$ cat config.mk
export PLATFORM = sky130hd
export DESIGN_NAME = ds2_ais_integrator
export DESIGN_NICKNAME = d
export VERILOG_FILES = /design/src/rtl/ds2_alarm_pkg.sv /design/src/rtl/ds2_mf_zero_tally.sv /design/src/rtl/ds2_level_integ.sv /design/src/rtl/ds2_stat_irq.sv /design/src/rtl/ds2_ais_integrator.sv
export SDC_FILE = /design/constraint.sdc
export NUM_CORES = 1
export LEC_CHECK = 0
export ABC_CLOCK_PERIOD_IN_PS = 3000
export CORE_UTILIZATION = 43
export CTS_BUF_LIST = sky130_fd_sc_hd__clkbuf_4 sky130_fd_sc_hd__clkbuf_8
export CTS_CLUSTER_SIZE = 25
export DETAILED_ROUTE_END_ITERATION = 10
export PLACE_DENSITY_LB_ADDON = 0.2
export SLEW_MARGIN = 0
export SYNTH_ARGS = -nofsm -noshare
export SYNTH_HDL_FRONTEND = slang
export SYNTH_SLANG_ARGS = --single-unit
$ cat constraint.sdc
create_clock -name clk -period 3 [get_ports clk]
set_input_delay 0.6 -clock clk [delete_from_list [all_inputs] [get_ports clk]]
set_output_delay 0.6 -clock clk [all_outputs]
set_load 0.02 [all_outputs]
$ cat src/rtl/ds2_alarm_pkg.sv
package ds2_alarm_pkg;
  localparam int STAT_W    = 6;
  localparam int AIS_BIT   = 5;
  localparam int RED_BIT   = 4;
  localparam int OTHER_W   = 4;
  typedef logic [STAT_W-1:0] stat_vec_t;
endpackage

$ cat src/rtl/ds2_mf_zero_tally.sv
module ds2_mf_zero_tally #(
  parameter int ZERO_LIMIT = 5
) (
  input  logic clk,
  input  logic rst,
  input  logic bit_en,
  input  logic rx_bit,
  input  logic mf_strobe,
  output logic mf_done,
  output logic mf_alarm_like
);
  localparam int ZW = $clog2(ZERO_LIMIT + 1);
  localparam logic [ZW-1:0] ZSAT = ZW'(ZERO_LIMIT);

  logic [ZW-1:0] zcnt;
  logic          zero_seen;

  assign zero_seen = bit_en & ~rx_bit;

  always_ff @(posedge clk) begin
    if (rst) begin
      zcnt          <= '0;
      mf_done       <= 1'b0;
      mf_alarm_like <= 1'b0;
    end else begin
      mf_done <= mf_strobe;
      if (mf_strobe) begin
        // decision uses the tally of the multiframe just closed
        mf_alarm_like <= (zcnt < ZSAT);
        zcnt          <= zero_seen ? ZW'(1) : '0;
      end else if (zero_seen && zcnt != ZSAT) begin
        zcnt <= zcnt + 1'b1;
      end
    end
  end
endmodule

$ cat src/rtl/ds2_level_integ.sv
module ds2_level_integ #(
  parameter int LVL_W = 6
) (
  input  logic             clk,
  input  logic             rst,
  input  logic             step_en,
  input  logic             step_up,
  input  logic [LVL_W-1:0] set_th,
  input  logic [LVL_W-1:0] clr_th,
  input  logic [LVL_W-1:0] lvl_max,
  output logic [LVL_W-1:0] level,
  output logic             alarm
);
  logic [LVL_W-1:0] level_nx;
  logic             alarm_nx;

  always_comb begin
    level_nx = level;
    if (step_en) begin
      if (step_up) level_nx = (level >= lvl_max) ? lvl_max : level + 1'b1;
      else         level_nx = (level == '0) ? '0 : level - 1'b1;
    end
  end

  always_comb begin
    alarm_nx = alarm;
    if (step_en) begin
      if (level_nx >= set_th)      alarm_nx = 1'b1;
      else if (level_nx <= clr_th) alarm_nx = 1'b0;
    end
  end

  always_ff @(posedge clk) begin
    if (rst) begin
      level <= '0;
      alarm <= 1'b0;
    end else begin
      level <= level_nx;
      alarm <= alarm_nx;
    end
  end
endmodule

$ cat src/rtl/ds2_stat_irq.sv
module ds2_stat_irq
  import ds2_alarm_pkg::*;
(
  input  logic      clk,
  input  logic      rst,
  input  stat_vec_t stat_in,
  input  stat_vec_t mask,
  input  logic      clr_wr,
  input  stat_vec_t clr_bits,
  output stat_vec_t stat,
  output stat_vec_t pend,
  output logic      irq
);
  stat_vec_t edges;
  stat_vec_t clr_v;

  assign edges = (stat_in ^ stat) & mask;
  assign clr_v = clr_wr ? clr_bits : '0;

  always_ff @(posedge clk) begin
    if (rst) begin
      stat <= '0;
      pend <= '0;
      irq  <= 1'b0;
    end else begin
      stat <= stat_in;
      pend <= (pend & ~clr_v) | edges;
      irq  <= |((pend & ~clr_v) | edges);
    end
  end
endmodule

$ cat src/rtl/ds2_ais_integrator.sv
module ds2_ais_integrator
  import ds2_alarm_pkg::*;
#(
  parameter int ZERO_LIMIT = 5,
  parameter int LVL_W      = 6
) (
  input  logic               clk,
  input  logic               rst,
  input  logic               bit_en,
  input  logic               rx_bit,
  input  logic               mf_strobe,
  input  logic               red_alarm_in,
  input  logic [OTHER_W-1:0] other_cond,
  input  logic [LVL_W-1:0]   set_thresh,
  input  logic [LVL_W-1:0]   clr_thresh,
  input  logic [LVL_W-1:0]   integ_max,
  input  logic [STAT_W-1:0]  irq_mask,
  input  logic               pend_clr_wr,
  input  logic [STAT_W-1:0]  pend_clr_bits,
  output logic [LVL_W-1:0]   integ_level,
  output logic               ais_state,
  output logic [STAT_W-1:0]  status_word,
  output logic [STAT_W-1:0]  irq_pend,
  output logic               irq
);
  logic      mf_done;
  logic      mf_alarm_like;
  stat_vec_t stat_src;

  ds2_mf_zero_tally #(.ZERO_LIMIT(ZERO_LIMIT)) u_tally (
    .clk(clk), .rst(rst), .bit_en(bit_en), .rx_bit(rx_bit),
    .mf_strobe(mf_strobe), .mf_done(mf_done), .mf_alarm_like(mf_alarm_like)
  );

  ds2_level_integ #(.LVL_W(LVL_W)) u_integ (
    .clk(clk), .rst(rst), .step_en(mf_done), .step_up(mf_alarm_like),
    .set_th(set_thresh), .clr_th(clr_thresh), .lvl_max(integ_max),
    .level(integ_level), .alarm(ais_state)
  );

  always_comb begin
    stat_src              = '0;
    stat_src[AIS_BIT]     = ais_state;
    stat_src[RED_BIT]     = red_alarm_in;
    stat_src[OTHER_W-1:0] = other_cond;
  end

  ds2_stat_irq u_stat (
    .clk(clk), .rst(rst), .stat_in(stat_src), .mask(irq_mask),
    .clr_wr(pend_clr_wr), .clr_bits(pend_clr_bits),
    .stat(status_word), .pend(irq_pend), .irq(irq)
  );
endmodule

==> results by group <==
Setup path
  – Crit Path Category: in2reg
  – Reg2reg start: u_integ.level[0]
  – CP Launch Point: integ_max[0]
  – Crit end category: register
  – Data required, critical path: between 3 and 4 ns
  – Max FO, Critical Path: 3
  – CP arrival: around 3.1 ns
  – CP startpoint kind: primary input

Logic synthesis
  – Main combinational cell family by area after synthesis: compound AO/OA/AOI/OAI gates
  – Syn Area/Cell: 8.57 um^2
  – Synth Area in Adders: between 10% and 20%
  – Synth unique cells: 47
  – Synth Area in Simple Gates: roughly a fifth
  – Register area share after synthesis: around 28%
  – Synth warn: 0
  – Post-Synth XOR/XNOR Area: roughly 5.3%
  – Compound-Gate Fraction of Synth Area: a little over a fifth
  – Main synth FF type: dfxtp_1
  – Netlist Area Pre-Place: 1820 um^2
  – Post-synthesis mux area share: roughly 2.5%
  – Post-synth EDFFs: 0
  – FFs w/ async S/R, synth: 0%
  – Register bit total from synthesis: 25
  – Syn Nets: 276
  – Synth Instances: 212

Clocking
  – Clk_lat worst skew: roughly 0.27 ns
  – CTS Buf Count: 3
  – Clock Pin Slew Worst Setup and Hold Paths: 0.09 ns
  – CTS tree: done
  – H-tree level count: 1
  – Maximum buffer depth of the clock tree: 2
  – Clock sink total: 25
  – Clk Tree Root Cell: clkbuf_8

STA
  – Fmax: roughly 340 MHz
  – Min Tclk post-route: ~3 ns
  – Final WS setup: between 0.07 and 0.08 ns
  – Setup Viol. Count Final: 0
  – Measured slew at the worst slew-check pin: 0.525 ns
  – Rel. slew slack: 64.9%
  – Final Hold Viols: 0
  – Slew Limit Fails: 0
  – Layout Skew: ~0.0017 ns
  – RSZ-0062 raised after global routing: false
  – Crit share post-route: 97.4%

Pwr
  – Reg power frac: between 30% and 40%
  – NetSw: around 0.37 mW
  – Power, Total: about 1.1 mW
  – Clock power share: about a fifth
  – PwrDens: ~370 nW/um^2
  – Comb pwr share: a little under half
  – Int Pwr: between 0.7 and 0.8 mW
  – P_leak: between 1 and 1.5 nW
  – Switching share of power: roughly a third
  – Worst VDD drop: 0.000253 V

Min path
  – Hold path start: u_stat.pend[5]
  – Hold Crit Class: reg2reg

Floorplan
  – Die H: about 67 um
  – Initial core utilization: 45.1%
  – Die width: around 67 um
  – CORE AREA: between 4000 and 5000 um^2
  – Core Rows: 23
  – Num ports: 61
  – DIE AREA: 4490 um^2

Routing
  – Routed WL per cell: ~14 um
  – DR vias/cell: 5.32
  – Via count: approximately 1,800
  – ANT nets after route: 0
  – Initial DRT Pass Iterations: 4
  – Final wirelength: slightly below 5000 um
  – DRC: 0
  – Initial DRC count: 65

Finish
  – Cell area after layout: approximately 3000 um^2
  – Layout Utilization: 72.8%
  – Layout area overhead: 61.5%
  – Number of nets in the layout: roughly 360
  – Share of cells above drive strength 1: around a quarter
  – Fillers: 309
  – Antenna fix cells: 0
  – Non-Filler Instances: roughly 340

Global routing
  – First-pass GRT wire length: approximately 7700 um
  – Pin count of the biggest net entering global routing: 17
  – Initial antenna violation count: 0
  – GRT overflow: 0
  – GRT Total Usage: between 20 and 25%
  – Vias in the first global route: 1,684

Flow run
  – # Max-Cap Violations: 0

Place
  – Placed Instances: ~330
  – Input/output buffers: 60
  – Dpl ws: -0.541 ns
  – Placement Cell Area: between 2000 and 3000 um^2
  – Placer Congestion: between 0.8 and 0.9
  – DPL Wire Length: 3440 um

Status
  – Status: completed
[final timing paths]
path / endpoint / slack [ns] / cells after the start
worst max-delay path: u_integ.alarm / 0.08 / 14
worst min-delay path: u_stat.pend[5] / 0.53 / 2
worst max register to register: u_integ.alarm / 0.21 / 14
worst min register to register: u_stat.pend[5] / 0.53 / 2
[Yosys cell counts, types with 3 or more instances]
cell | n | share of area, %
a211oi_2 | 3 | 2.1
a21o_1 | 4 | 1.7
a21oi_1 | 5 | 1.4
a22oi_1 | 6 | 2.5
and3_1 | 3 | 1.0
buf_2 | 3 | 0.83
clkbuf_1 | 3 | 0.62
dfxtp_1 | 25 | 28
ha_1 | 23 | 16
inv_1 | 20 | 4.1
mux2i_1 | 3 | 1.7
nand2_1 | 14 | 2.9
nand2b_1 | 3 | 1.0
nand3_1 | 9 | 2.5
nor2_1 | 17 | 3.5
nor2b_1 | 9 | 3.1
nor3_1 | 8 | 2.2
o21ai_0 | 5 | 1.4
o21bai_1 | 3 | 1.2
xor2_1 | 10 | 4.8
[registers in the layout, summed over array words and instances, names as in the netlist]
name                   flops
u_tally.mf_done            1
u_stat.stat                6
u_stat.irq                 1
u_stat.pend                6
u_integ.alarm              1
u_tally.mf_alarm_like      1
u_integ.level              6
u_tally.zcnt               3
[stage by stage]
step,hold slack [ns],setup TNS (ns)
5_1_grt,0.546,0
3_5_place_dp,0.516,-0.541
3_3_place_gp,0.513,-0.480
6_report,0.533,0
4_1_cts,0.531,0
2_1_floorplan,0.502,0
[critical path, stage by stage]
cell and delay (ns):
dlygate4sd2_1 0.25, ha_1 0.27, nand2b_4 0.15, a31oi_4 0.24, o21a_4 0.21, buf_12 0.11
mux2i_4 0.24, a21oi_2 0.10, ha_1 0.31, nand3_1 0.10, o21bai_1 0.18, a32oi_1 0.18
nand2_1 0.08, o31ai_1 0.08
[layer usage]
layer / vias up / share of wire, % / GRT usage, %
met2: 58 / 49 / 39.5
met4: 0 / 1.4 / 6.12
met3: 6 / 4.3 / 3.25
met1: 842 / 45 / 29.1
met5: - / 0 / 0
li1: 913 / - / -
[final cells by class]
cell class	instances	area [um^2]	area share [%]
inverter	20	75.1	2.56
clock buffer	3	41.3	1.41
multi-input combinational	160	1450	49.6
tap	50	62.6	2.13
clock inverter	1	7.51	0.256
sequential	25	500	17.1
timing repair buffer	83	793	27.0
[repair_timing]
action                     CTS  global route
setup buffers                2             4
pin swaps                   17            15
gates cloned                 0             0
hold buffers                 0             0
resized for setup           39            10
setup endpoints to repair    1             1
[power groups by stage]
stage          logic, mW  clock network (mW)  registers, mW
2_1_floorplan      0.198                   0          0.399
3_3_place_gp       0.382                   0          0.376
3_5_place_dp       0.387                   0          0.378
4_1_cts            0.464               0.215          0.371
5_1_grt            0.534               0.231          0.374
6_report           0.492               0.209          0.371
[cells by family after synthesis]
| family | count (synthesis) |
|---|---|
| AOI/OAI and AO/OA | 48 |
| xor gates and xnor gates | 11 |
| adders and majority gates | 23 |
| buffers and inverters | 27 |
| DFF | 25 |
| muxes | 4 |
| and+or+nand+nor | 74 |
[layout by cell type, fill, tap and decap left out, types with 5 or more instances in the layout]
cell / Yosys / layout
nand2_1: 14 / 14
xor2_1: 10 / 10
nand3_1: 9 / 7
ha_1: 23 / 13
clkdlybuf4s50_1: 0 / 54
nor3_1: 8 / 7
inv_1: 20 / 16
a22oi_1: 6 / 6
a211oi_2: 3 / 5
nor2b_1: 9 / 9
dfxtp_1: 25 / 25
buf_4: 1 / 20
ha_4: 0 / 9
nor2_1: 17 / 14
No activity file was read; power rests on OpenSTA's default activity.
